### src/rtl/tmds_lane_encoder.sv
module tmds_lane_encoder #(
  parameter int TALLY_W = 6
) (
  input  logic        clk_in,
  input  logic        rst_in,
  input  logic [7:0]  pix_in,
  input  logic [1:0]  ctl_in,
  input  logic        vid_en_in,
  output logic [9:0]  sym_out
);
  localparam logic signed [TALLY_W-1:0] TWO   = TALLY_W'(2);
  localparam logic signed [TALLY_W-1:0] EIGHT = TALLY_W'(8);
  localparam logic signed [TALLY_W-1:0] LIMIT = TALLY_W'(10);

  logic [3:0] n_pix, n_q;
  logic       use_xnor;
  logic [8:0] q;
  logic signed [TALLY_W-1:0] tally, tally_nx, imb, corr, corr_n;
  logic [9:0] sym_nx;

  always_comb begin
    n_pix = '0;
    for (int i = 0; i < 8; i++) n_pix = n_pix + 4'(pix_in[i]);
  end

  assign use_xnor = (n_pix > 4'd4) || (n_pix == 4'd4 && !pix_in[0]);

  always_comb begin
    logic prev;
    prev = pix_in[0];
    q[0] = prev;
    for (int i = 1; i < 8; i++) begin
      prev = use_xnor ? ~(prev ^ pix_in[i]) : (prev ^ pix_in[i]);
      q[i] = prev;
    end
    q[8] = ~use_xnor;
  end

  always_comb begin
    n_q = '0;
    for (int i = 0; i < 8; i++) n_q = n_q + 4'(q[i]);
  end

  assign imb    = $signed(TALLY_W'({n_q, 1'b0})) - EIGHT;
  assign corr   = q[8] ? TWO : '0;
  assign corr_n = q[8] ? '0 : TWO;

  always_comb begin
    if (!vid_en_in) begin
      tally_nx = '0;
      case (ctl_in)
        2'b00:   sym_nx = 10'b1101010100;
        2'b01:   sym_nx = 10'b0010101011;
        2'b10:   sym_nx = 10'b0101010100;
        default: sym_nx = 10'b1010101011;
      endcase
    end else if (tally == '0 || n_q == 4'd4) begin
      sym_nx   = {~q[8], q[8], q[8] ? q[7:0] : ~q[7:0]};
      tally_nx = q[8] ? tally + imb : tally - imb;
    end else if ((!tally[TALLY_W-1] && n_q > 4'd4) || (tally[TALLY_W-1] && n_q < 4'd4)) begin
      sym_nx   = {1'b1, q[8], ~q[7:0]};
      tally_nx = tally + corr - imb;
    end else begin
      sym_nx   = {1'b0, q[8], q[7:0]};
      tally_nx = tally - corr_n + imb;
    end
  end

  always_ff @(posedge clk_in) begin
    if (rst_in) begin
      sym_out <= '0;
      tally   <= '0;
    end else begin
      sym_out <= sym_nx;
      tally   <= tally_nx;
    end
  end

  function automatic logic [7:0] unpack(input logic [9:0] s);
    logic [7:0] w;
    logic [7:0] d;
    w = s[9] ? ~s[7:0] : s[7:0];
    d[0] = w[0];
    for (int i = 1; i < 8; i++) d[i] = s[8] ? (w[i] ^ w[i-1]) : ~(w[i] ^ w[i-1]);
    return d;
  endfunction


  reset_clear_chk: assert property (@(posedge clk_in)
    rst_in |=> (sym_out == '0 && tally == '0));


  lossless_chk: assert property (@(posedge clk_in) disable iff (rst_in)
    vid_en_in |=> unpack(sym_out) == $past(pix_in));


  blank_tally_chk: assert property (@(posedge clk_in) disable iff (rst_in)
    !vid_en_in |=> tally == '0);


  neutral_flag_chk: assert property (@(posedge clk_in) disable iff (rst_in)
    (vid_en_in && tally == '0) |=> sym_out[9] != sym_out[8]);


  tally_bound_chk: assert property (@(posedge clk_in) disable iff (rst_in)
    (tally <= LIMIT) && (tally >= -LIMIT) && !tally[0]);
endmodule

### config.mk
export PLATFORM = sky130hd
export DESIGN_NAME = tmds_lane_encoder
export DESIGN_NICKNAME = d
export VERILOG_FILES = /design/src/rtl/tmds_lane_encoder.sv
export SDC_FILE = /design/constraint.sdc
export NUM_CORES = 1
export LEC_CHECK = 0
export BUFFER_PORTS_ARGS = -buffer_cell sky130_fd_sc_hd__buf_4
export CORE_UTILIZATION = 50
export CTS_CLUSTER_DIAMETER = 80
export CTS_CLUSTER_SIZE = 40
export DETAILED_ROUTE_END_ITERATION = 12
export HOLD_SLACK_MARGIN = 0.02
export PLACE_DENSITY = 0.7
export REMOVE_ABC_BUFFERS = 1
export SLEW_MARGIN = 10
export SYNTH_ARGS = -nofsm -noshare
export SYNTH_HDL_FRONTEND = slang
export SYNTH_SLANG_ARGS = --single-unit
### constraint.sdc
create_clock -name clk_in -period 11.01 [get_ports clk_in]
set_input_delay 0.5505 -clock clk_in [delete_from_list [all_inputs] [get_ports clk_in]]
set_output_delay 0.5505 -clock clk_in [all_outputs]
set_load 0.02 [all_outputs]
# Word level (Yosys, flattened, before mapping)
# Cells that the tools add are included.
dict set report word_totals {
  output_inout_bits 10
  inputBits 13
  reg_bits 16
}
dict set report classes {
  order_cmp 3
  bitwise 17
  n_reduce_logical 11
  add_sub_neg 21
  n_mux 17
  n_eq_ne 4
}
# op count
set op_table {}
lappend op_table {{4-bit by 1-bit adder with 4-bit output} 8}
lappend op_table {{10-bit two-way mux} 3}
lappend op_table {{10-bit case mux with 3 select lines} 1}
lappend op_table {{6-bit two-way mux} 3}
lappend op_table {{6-bit adder} 2}
lappend op_table {{6-bit subtractor} 2}
lappend op_table {{1-bit inverter} 9}
lappend op_table {{3-bit by 1-bit adder with 4-bit output} 2}
lappend op_table {{4-bit by 3-bit == test with 1-bit output, second input constant} 2}
lappend op_table {{4-bit by 3-bit > comparator with 1-bit output, second input constant} 2}
lappend op_table {{8-bit two-way mux} 1}
lappend op_table {{8-bit inverter} 1}
lappend op_table {{1-bit two-way mux} 7}
lappend op_table {{1-bit XOR} 7}
lappend op_table {{2-bit by 1-bit adder with 3-bit output} 2}
lappend op_table {{6-bit by 3-bit adder with 6-bit output} 1}
lappend op_table {{6-bit zero test} 1}
lappend op_table {{5-bit by 4-bit subtractor with 6-bit output, second input constant} 1}
lappend op_table {{6-bit by 3-bit subtractor with 6-bit output} 1}
lappend op_table {{1-bit by 1-bit adder with 2-bit output} 2}
lappend op_table {{4-bit by 3-bit less-than comparator with 1-bit output, second input constant} 1}
lappend op_table {{2-bit two-way mux} 2}
lappend op_table {{1-bit logical AND} 3}
lappend op_table {{1-bit logical OR} 3}
lappend op_table {{5 further kinds} 6}

# Longest topological paths before layout
# Gate-level depths: netlist of the first run.
dict set report logic_depth {
  depth_word 36
  depth_mapped 29
  ltp_nobuf 28
}

# Least setup slack after synthesis of the first run
# OpenSTA, ideal clock, no wires.
dict set report synth_path {
  kind {input -> register}
  start {in pix_in[0]}
  end {reg tally[5]}
  t_required_ps 10895
  path_slack_ps 3100
  arrival_ps 7796
  cell_stages 29
  n_path_buf 1
  path_cell_list {inv_1 > fa_1 > fa_1 > fa_1 > inv_1 > ha_1 > fa_1 > nor3b_1 > o22ai_1 > clkbuf_1 > xnor2_1 > fa_1 > inv_1 > fa_1 > fa_1 > ha_1 > inv_1 > fa_1 > xnor2_1 > inv_1 > ha_1 > inv_1 > ha_1 > mux2_4 > or4_1 > a21oi_1 > a21oi_1 > xnor2_1 > o21a_1}
}
dict set report synth_via {
  elab_chain_len 35
  elab_cells_between_ends 59
  classes_between {21 x add/sub; 3 x order compare; 2 x eq/ne; 12 x mux; 14 x bitwise; 7 x reduce/logical}
}
# item line_no
set synth_rtl {}
lappend synth_rtl {{start, declared} 6} ;# input logic [7:0] pix_in,
lappend synth_rtl {{branches (longest 34 deep; another with 3-bit by 1-bit adder with 4-bit output)} --}
lappend synth_rtl {{6-bit two-way mux (*)} 57} ;# end else if (tally == '0 || n_q == 4'd4) begin
lappend synth_rtl {{end signal, assigned} 75} ;# tally <= tally_nx;
lappend synth_rtl {{end, declared} 18} ;# logic signed [TALLY_W-1:0] tally, tally_nx, imb, corr, corr_n;
# Every way passes the cells marked *.
# A chain may end at the register's enable or synchronous reset.

# Final worst setup path of the first run
dict set report layout_path {
  start {in pix_in[0]}
  end {reg tally[4]}
}
# Same word-level chain as after synthesis.

==> results.md, run 1 <==
* Final Wtd Congestion at between 0.7 and 0.8
* Critical Path RT at between 10 and 15 ns
* TritonRoute pass-1 iters at 6
* Drt total wl at between 3000 and 4000 um
* Layout cells sized above 1 at roughly 15%
* N_diodes at 0
* 1st-iter DRT viols at 69
* Setup violators final at 0
* Reg2Reg Setup Slack at between 8 and 9 ns
* TritonCTS Buffers at 3
* RSZ-0062 raised after global routing: no
* Via Count at around 1400
* First-pass GRT wire length at ~6000 um
* P&R area growth vs syn at 13.32%
* # H-tree levels at 1
* CTS root buffer: clkbuf_8
* Largest net degree at the start of global routing at 15
* Setup ws final at 3.091 ns
* Rel. slew slack at 54.61%
* Primary FF master, synth: dfxtp_1
* Clk_skew at around 0.0016 ns
* Nets at between 200 and 300
* GR Overflow Total at 0
* Syn_area_per_cell at just under 9 um2
* Clk buf depth at 2
* Final period util at a little under three quarters
* DP HPWL at between 2000 and 3000 um
* Die Height at roughly 64 um
* Antenna violations before repair at 0
* Port Buffer Count at 22
* # rows at 22
* CTS Hold Bufs at 0
* Slew Viols, Final at 0
* CTS tree: done
* Crit path launch type: primary input
* WL/cell at approximately 12 um
* Most frequent cells in the layout: inv_1, ha_1, buf_4, xnor2_1, a21oi_1
* Sink Count at 15
* Crit Path Max Fanout at 14
* Starting density of the core at between 50 and 60%
* Mapped Area at around 1900 um2
* Max Cap Viol at 0
* Die Area at 4065 um2
* Distinct cells, synth at 38
* Worst slew pin tran at 0.6619 ns
* Sum Neg Setup Slack at 0 ns
* Synth Instances at around 220
* Worst EP arrival at approximately 8.1 ns
* Detail Route Antenna Nets at 0
* F_max at 0.1263 GHz
* Final Hold Viols at 0
* WS Path Type: in -> reg
* DR DRC count at 0
* Min Tclk post-route at around 7.9 ns
* Hold slack at a little under 0.5 ns
* YS warnings at 0
* Worst Hold Class: in -> reg
* Routed vias/inst at ~5.0
* Skew-Pair Late Insertion Delay at 0.25 ns
* Sequential cell area fraction in the yosys report at roughly 16%
* Seq cells post-synth at 15
* EDFF count, synth at 0
* Post-CTS sizing at 0
* GRT Total Usage at 19.46%
* Async set-reset flop share out of synthesis at 0%
* Post-CTS setup buffer count at 0
* Vias in the first global route at 1330
* Die width at between 60 and 70 um
* Status: finished, final reports clean
* # IOs at 23
* Worst-path clk slew at about 0.070 ns
* Crit. End Element: flip-flop
* Setup WS pre-CTS at between 2 and 3 ns
* CORE AREA at 3661 um2
* Most common cell after layout, fill and taps aside: inv_1
[logic make-up (layout without fill, tap and decap cells)]
family,after synthesis,after routing,share of synthesized area (%)
AOI/OAI and AO/OA,41,41,13.12
xor gates and xnor gates,32,32,17.26
adders and majority gates,40,40,31.36
and+or+nand+nor,40,40,10.76
muxes,5,5,3.150
DFF,15,15,15.75
buffers and inverters,43,64,8.595
[per-stage QoR]
stage               area, um2  cells  util (%)
floorplan                1882    210         -
global placement         2115    281     57.76
detailed placement       2115    281     57.76
CTS                      2161    285     59.02
global route             2161    285     59.02
finish                   2161    285     59.02
[critical path: stages]
cell and delay, ns:
buf_4 0.10, inv_1 0.08, fa_1 0.55, fa_1 0.42, fa_1 0.50, inv_1 0.04, ha_1 0.20, fa_1 0.44
nor3b_1 0.21, o22ai_1 0.11, buf_4 0.21, xor2_1 0.18, fa_1 0.48, inv_1 0.05, fa_1 0.47, fa_1 0.50
ha_1 0.16, inv_1 0.06, fa_1 0.54, ha_1 0.43, inv_1 0.09, ha_1 0.29, nor2b_1 0.12, o21ai_0 0.27
nor4b_1 0.42, nor4_1 0.10, or3b_1 0.38, a21oi_1 0.14
[registers in the layout, summed over array words and instances, names as in the netlist]
register	count
sym_out	10
tally	5
[Yosys cell counts (all sizes together), types with 2 or more instances]
cell / count / share of area (%)
xor2: 9 / 4.1
clkbuf: 3 / 0.59
a21o: 3 / 1.2
buf: 3 / 0.72
nand2b: 5 / 1.6
o21ai: 7 / 2.0
a31oi: 2 / 0.66
mux2: 2 / 1.6
inv: 37 / 7.3
mux2i: 3 / 1.6
o21a: 2 / 0.79
xnor2: 22 / 12
a211oi: 4 / 1.6
ha: 27 / 18
fa: 13 / 14
or4: 2 / 0.79
nor2: 12 / 2.4
dfxtp: 15 / 16
nand2: 8 / 1.6
a21oi: 18 / 4.7
nor2b: 4 / 1.3
nor3: 3 / 0.79
[cell type report]
| class | count | area [um2] |
|---|---|---|
| Inverter | 37 | 138.9 |
| Tap cell | 48 | 60.06 |
| Multi-Input combinational cell | 158 | 1443 |
| Timing Repair Buffer | 23 | 172.7 |
| Sequential cell | 15 | 300.3 |
| Fill cell | 342 | 1500 |
| Clock buffer | 3 | 41.29 |
| Clock inverter | 1 | 5.005 |
[path summary, 6_finish.rpt]
kind | from | end | cells past startpoint
worst max-delay path | pix_in[0] | tally[4] | 28
worst min-delay path | rst_in | sym_out[8] | 2
worst max register to register | tally[2] | tally[4] | 10
worst min register to register | tally[1] | tally[1] | 3
[metal layers]
metal	share of wire, %	wire length, um	global-route usage, %
met1	52	1808	27.00
met2	46	1601	30.98
met3	1.6	55	2.321
met4	1.2	42	6.818
met5	0	0	0
Power of run 1 is not shown: default switching activity piles up to over one toggle a cycle in this logic, so the estimate is an artifact.
==> run 2, diff against run 1 <==
==> constraint.sdc (replaced) <==
create_clock -name clk_in -period 7.7 [get_ports clk_in]
set_input_delay 0.385 -clock clk_in [delete_from_list [all_inputs] [get_ports clk_in]]
set_output_delay 0.385 -clock clk_in [all_outputs]
set_load 0.02 [all_outputs]
==> run 2 against run 1 <==
Routed wire length is 4.5% higher; global-route usage rose by 1.2 points; register-to-register slack lost 3.2 ns; sequential share of layout area fell by 0.41 points; final area rose by 3.0%; cell count increased by 1.4%; die area is the same; critical path type unchanged; critical endpoint is now tally[5].
==> results.md, run 2 (same netlist as run 1, synthesis figures left out) <==
* Status: finished, final reports clean (unchanged)
* Detail Route Antenna Nets at 0 (unchanged)
* Drt total wl at 3663 um (was 3506 um)
* Hold Crit Depth at 2 (unchanged)
* Starting density of the core at 52.08% (unchanged)
* Die Area at 4065 um2 (unchanged)
* CTS root buffer: clkbuf_8 (unchanged)
* Die width at 63.76 um (unchanged)
* Hold Crit Start: rst_in (unchanged)
* TritonRoute pass-1 iters at 4 (was 6)
* Clk_skew at 0.004826 ns (was 0.001600 ns)
* Max reg flops at 10 (unchanged)
* Final Wtd Congestion at 0.8601 (was 0.7816)
* Skew-Pair Late Insertion Delay at 0.25 ns (about the same)
* Reg2Reg Setup Slack at 5.00 ns (was 8.22 ns)
* WS Path Type: in -> reg (unchanged)
* Crit path launch type: primary input (unchanged)
* CTS tree: done (unchanged)
* Most frequent CP cell: fa_1 (unchanged)
* CTS Hold Bufs at 0 (unchanged)
* Crit. End Element: flip-flop (unchanged)
* Register with the most flip-flops: sym_out (unchanged)
* Most frequent cells in the layout: inv_1, buf_4, ha_1, a21oi_1, xnor2_1 (was inv_1, ha_1, buf_4, xnor2_1, a21oi_1)
* Port Buffer Count at 22 (unchanged)
* 1st-iter DRT viols at 58 (was 69)
* Worst-path clk slew at 0.07 ns (about the same)
* Setup WS pre-CTS at -0.1092 ns (was 2.797 ns)
* R2R depth at 9 (was 10)
* Max Cap Viol at 0 (unchanged)
* Sink Count at 15 (unchanged)
* RSZ-0062 raised after global routing: yes (was no)
* DR DRC count at 0 (unchanged)
* CP peak stage delay at 0.56 ns (was 0.55 ns)
* # IOs at 23 (unchanged)
* TritonCTS Buffers at 3 (unchanged)
* Routed vias/inst at 5.118 (was 5.028)
* Clk buf depth at 2 (unchanged)
* F_max at 0.1351 GHz
* Antenna violations before repair at 0 (unchanged)
* Layout cells sized above 1 at 18.67% (was 14.77%)
* Worst slew pin tran at 0.5687 ns (was 0.6619 ns)
* Setup violators final at 0 (unchanged)
* Worst Hold Class: in -> reg (unchanged)
* Rel. slew slack at 62.08% (was 54.61%)
* Worst reg2reg path startpoint: tally[1] (was tally[2])
* Post-CTS setup buffer count at 0 (unchanged)
* Crit Path Max Fanout at 8 (was 14)
* Final period util at approximately 96%
* Core Util, Final at 60.80% (was 59.02%)
* Setup ws final at 0.2989 ns (was 3.091 ns)
* Vias in the first global route at 1527 (was 1330)
* # rows at 22 (unchanged)
* Largest net degree at the start of global routing at 13 (was 15)
* Largest regs: sym_out (10), tally (5) (unchanged)
* Worst EP arrival at 7.55 ns (was 8.11 ns)
* GR Overflow Total at 0 (unchanged)
* # H-tree levels at 1 (unchanged)
* Post-DP Area at 2145 um2 (was 2115 um2)
* Nets at 295 (was 291)
* P&R area growth vs syn at 16.73% (was 13.32%)
* WL/cell at 12.67 um (was 12.30 um)
* Final Cell Area at 2226 um2 (was 2161 um2)
* DP HPWL at 3078 um (was 2900 um)
* Worst Hold End: sym_out[8] (unchanged)
* Die Height at 63.76 um (unchanged)
* FF-to-FF End: tally[5] (was tally[4])
* Min Tclk post-route at 7.401 ns
* GRT Total Usage at 20.65% (was 19.46%)
* Slew Viols, Final at 0 (unchanged)
* Post-CTS sizing at 0 (unchanged)
* Critical Path RT at 7.85 ns (was 11.20 ns)
* Final Hold Viols at 0 (unchanged)
* Via Count at 1479 (was 1433)
* First-pass GRT wire length at 6658 um (was 6058 um)
* Critical-path top delay cell: fa_1 (unchanged)
* CORE AREA at 3661 um2 (unchanged)
* Most common cell after layout, fill and taps aside: inv_1 (unchanged)
* N_diodes at 0 (unchanged)
-- run 2: changes by cell type in the layout (fill, tap and decap cells not counted), sizes merged --
cell  change
buf       +4
-- run 2: how the worst max path moves through the flow --
stage	start	to	slack, ns
global placement	pix_in[0]	tally[5]	0.01
global route	pix_in[0]	tally[5]	-0.11
finish	pix_in[0]	tally[5]	0.30
CTS	pix_in[0]	tally[5]	0.16
floorplan	pix_in[0]	tally[5]	-0.21
detailed placement	pix_in[0]	tally[5]	-0.11
-- run 2: critical path, delay by kind of cell --
| kind | cells | cell delay, ns |
|---|---|---|
| muxes | 1 | 0.33 |
| xor gates and xnor gates | 4 | 0.69 |
| buffers and inverters | 7 | 0.56 |
| and+or+nand+nor | 1 | 0.50 |
| adders and majority gates | 12 | 4.43 |
| AOI/OAI and AO/OA | 4 | 0.68 |
-- run 2: final cells by class --
class / instances / area, um2
Multi-Input combinational cell: 158 / 1478
Fill cell: 333 / 1435
Sequential cell: 15 / 300.3
Timing Repair Buffer: 27 / 202.7
Inverter: 37 / 138.9
Tap cell: 48 / 60.06
Clock buffer: 3 / 41.29
Clock inverter: 1 / 5.005
-- run 2: through the flow --
stage,hold WS [ns],TNS (ns),cells
floorplan,0.4574,-0.4007,210
finish,0.3163,0,289
detailed placement,0.5761,-0.1606,285
CTS,0.3115,0,289
global route,0.3206,-0.1169,289
global placement,0.5789,0,285
-- run 2: routing by layer --
layer  vias to the layer above  GRT usage [%]  routed length [um]
met4                         0          6.250                  51
li1                        756              -                   -
met1                       687          28.78                1849
met5                         -              0                   0
met2                        29          33.64                1686
met3                         7          1.964                  77
Power of run 2 is left out for the same reason.
==> run 3, diff against run 2 <==
--- a/config.mk
+++ b/config.mk
@@ -6,6 +6,7 @@
 export NUM_CORES = 1
 export LEC_CHECK = 0
 export BUFFER_PORTS_ARGS = -buffer_cell sky130_fd_sc_hd__buf_4
+export CORE_ASPECT_RATIO = 0.75
 export CORE_UTILIZATION = 50
 export CTS_CLUSTER_DIAMETER = 80
 export CTS_CLUSTER_SIZE = 40
==> run 3 against run 2 <==
Sequential share of layout area down 0.22 points; sequential cell count unchanged; global-route usage grew 0.58 points; cell count rose by 1.0%; die area about the same; count of clock-buffer cells in the layout unchanged; critical path depth down 1; register-to-register slack got worse by 0.02 ns; largest cell class unchanged.
==> results.md, run 3 (same netlist as run 1, synthesis figures left out) <==
* Largest regs: sym_out (10), tally (5) (unchanged)
* Post-CTS setup buffer count at 0 (unchanged)
* Largest net degree at the start of global routing at 13 (unchanged)
* Max Cap Viol at 0 (unchanged)
* Vias in the first global route at 1482 (was 1527)
* Detail Route Antenna Nets at 0 (unchanged)
* # rows at 19 (was 22)
* First-pass GRT wire length at 6734 um (was 6658 um)
* Crit. End Element: flip-flop (unchanged)
* Critical-path top delay cell: fa_1 (unchanged)
* Rel. slew slack at 63.38% (was 62.08%)
* Area of the multi-input gates at 1518 um2 (was 1478 um2)
* Crit path launch type: primary input (unchanged)
* Clk buf depth at 2 (unchanged)
* Most frequent CP cell: fa_1 (unchanged)
* Die width at 73.31 um (was 63.76 um)
* Via Count at 1486 (was 1479)
* Worst slew pin tran at 0.5492 ns (was 0.5687 ns)
* Min Tclk post-route at 7.476 ns (was 7.401 ns)
* GRT Total Usage at 21.24% (was 20.65%)
* P&R area growth vs syn at 18.70% (was 16.73%)
* F_max at 0.1338 GHz (was 0.1351 GHz)
* Clk_skew at 0.003157 ns (was 0.004826 ns)
* CTS Hold Bufs at 0 (unchanged)
* Max reg flops at 10 (unchanged)
* Final period util at 97.10% (was 96.12%)
* DR DRC count at 0 (unchanged)
* Starting density of the core at 52.08% (unchanged)
* Setup violators final at 0 (unchanged)
* TritonCTS Buffers at 3 (unchanged)
* Layout cells sized above 1 at 20.42% (was 18.67%)
* Sink Count at 15 (unchanged)
* Drt total wl at 4005 um (was 3663 um)
* # IOs at 23 (unchanged)
* Seq. cell area at 300.3 um2 (unchanged)
* # H-tree levels at 1 (unchanged)
* Slew Viols, Final at 0 (unchanged)
* Final Hold Viols at 0 (unchanged)
* Final Wtd Congestion at 0.8672 (was 0.8601)
* Worst-path clk slew at 0.07 ns (about the same)
* Worst EP arrival at 7.63 ns (was 7.55 ns)
* Die Height at 55.48 um (was 63.76 um)
* CP top delay family: adder cells (unchanged)
* WL/cell at 13.72 um (was 12.67 um)
* Most frequent cells in the layout: inv_1, buf_4, ha_1, a21oi_1, xnor2_1 (unchanged)
* GR Overflow Total at 0 (unchanged)
* CORE AREA at 3661 um2 (unchanged)
* Fin cells at 292 (was 289)
* CTS tree: done (unchanged)
* CP peak stage delay at 0.58 ns (was 0.56 ns)
* Critical Path RT at 7.85 ns (about the same)
* DP HPWL at 3135 um (was 3078 um)
* Antenna violations before repair at 0 (unchanged)
* Crit Path Max Fanout at 8 (unchanged)
* Die Area at 4067 um2 (was 4065 um2)
* Worst Hold Class: in -> reg (unchanged)
* N_diodes at 0 (unchanged)
* WS Path Type: in -> reg (unchanged)
* TritonRoute pass-1 iters at 4 (unchanged)
* Layout fillers at 330 (was 333)
* CTS root buffer: clkbuf_8 (unchanged)
* Routed vias/inst at 5.089 (was 5.118)
* Nets at 294 (was 295)
* 1st-iter DRT viols at 107 (was 58)
* Register with the most flip-flops: sym_out (unchanged)
* Skew-Pair Late Insertion Delay at 0.25 ns (about the same)
* CP bufs+invs at 6 (was 7)
* Port Buffer Count at 22 (unchanged)
* Most common cell after layout, fill and taps aside: inv_1 (unchanged)
* Cells after DPL at 288 (was 285)
* Status: finished, final reports clean (unchanged)
==> run 3: final timing paths <==
check	endpoint	startpoint	slack [ns]	cells past startpoint
max	tally[5]	pix_in[0]	0.22	28
min	sym_out[9]	rst_in	0.32	2
max reg2reg	tally[5]	tally[1]	4.98	9
min reg2reg	tally[1]	tally[1]	0.74	3
==> run 3: what timing repair did <==
action / in CTS / in global routing
hold endpoints to repair: 0 / 0
resized for setup: 0 / 14
endpoints found under the setup margin: 0 / 3
==> run 3: routing by layer <==
metal  GRT usage, %  share of wire (%)  wire length [um]  vias to the layer above
met4          4.945               0.60                24                        0
met5              0                  0                 0                        -
met1          32.18                 49              1963                      690
met2          32.28                 46              1852                       40
li1               -                  -                 -                      752
met3          2.372                4.1               165                        4
==> run 3: stage by stage <==
stage	setup WS [ns]	util, %	instance area (um2)	setup TNS [ns]	hold slack [ns]
finish	0.2235	61.82	2263	0	0.3154
global route	-0.03678	61.82	2263	-0.06284	0.3152
CTS	0.1595	59.77	2188	0	0.3173
detailed placement	-0.05750	58.51	2142	-0.07879	0.5806
global placement	0.04876	58.51	2142	0	0.5778
floorplan	-0.2109	-	1882	-0.4007	0.4574
==> run 3: worst reg2reg max path, cell delays in order, from the launching register on <==
cell     delay, ns
dfxtp_1       0.34
inv_1         0.10
fa_1          0.59
fa_1          0.47
nor2b_2       0.18
o21ai_0       0.09
a311o_1       0.38
a21oi_1       0.20
xnor2_1       0.11
o21a_1        0.17
==> run 3: cell type report <==
type	count	area share, %
Multi-Input combinational cell	158	67.05
Sequential cell	15	13.27
Timing Repair Buffer	26	8.624
Inverter	37	6.136
Tap cell	52	2.875
Clock buffer	3	1.824
Clock inverter	1	0.2211
Power of run 3 is left out for the same reason.
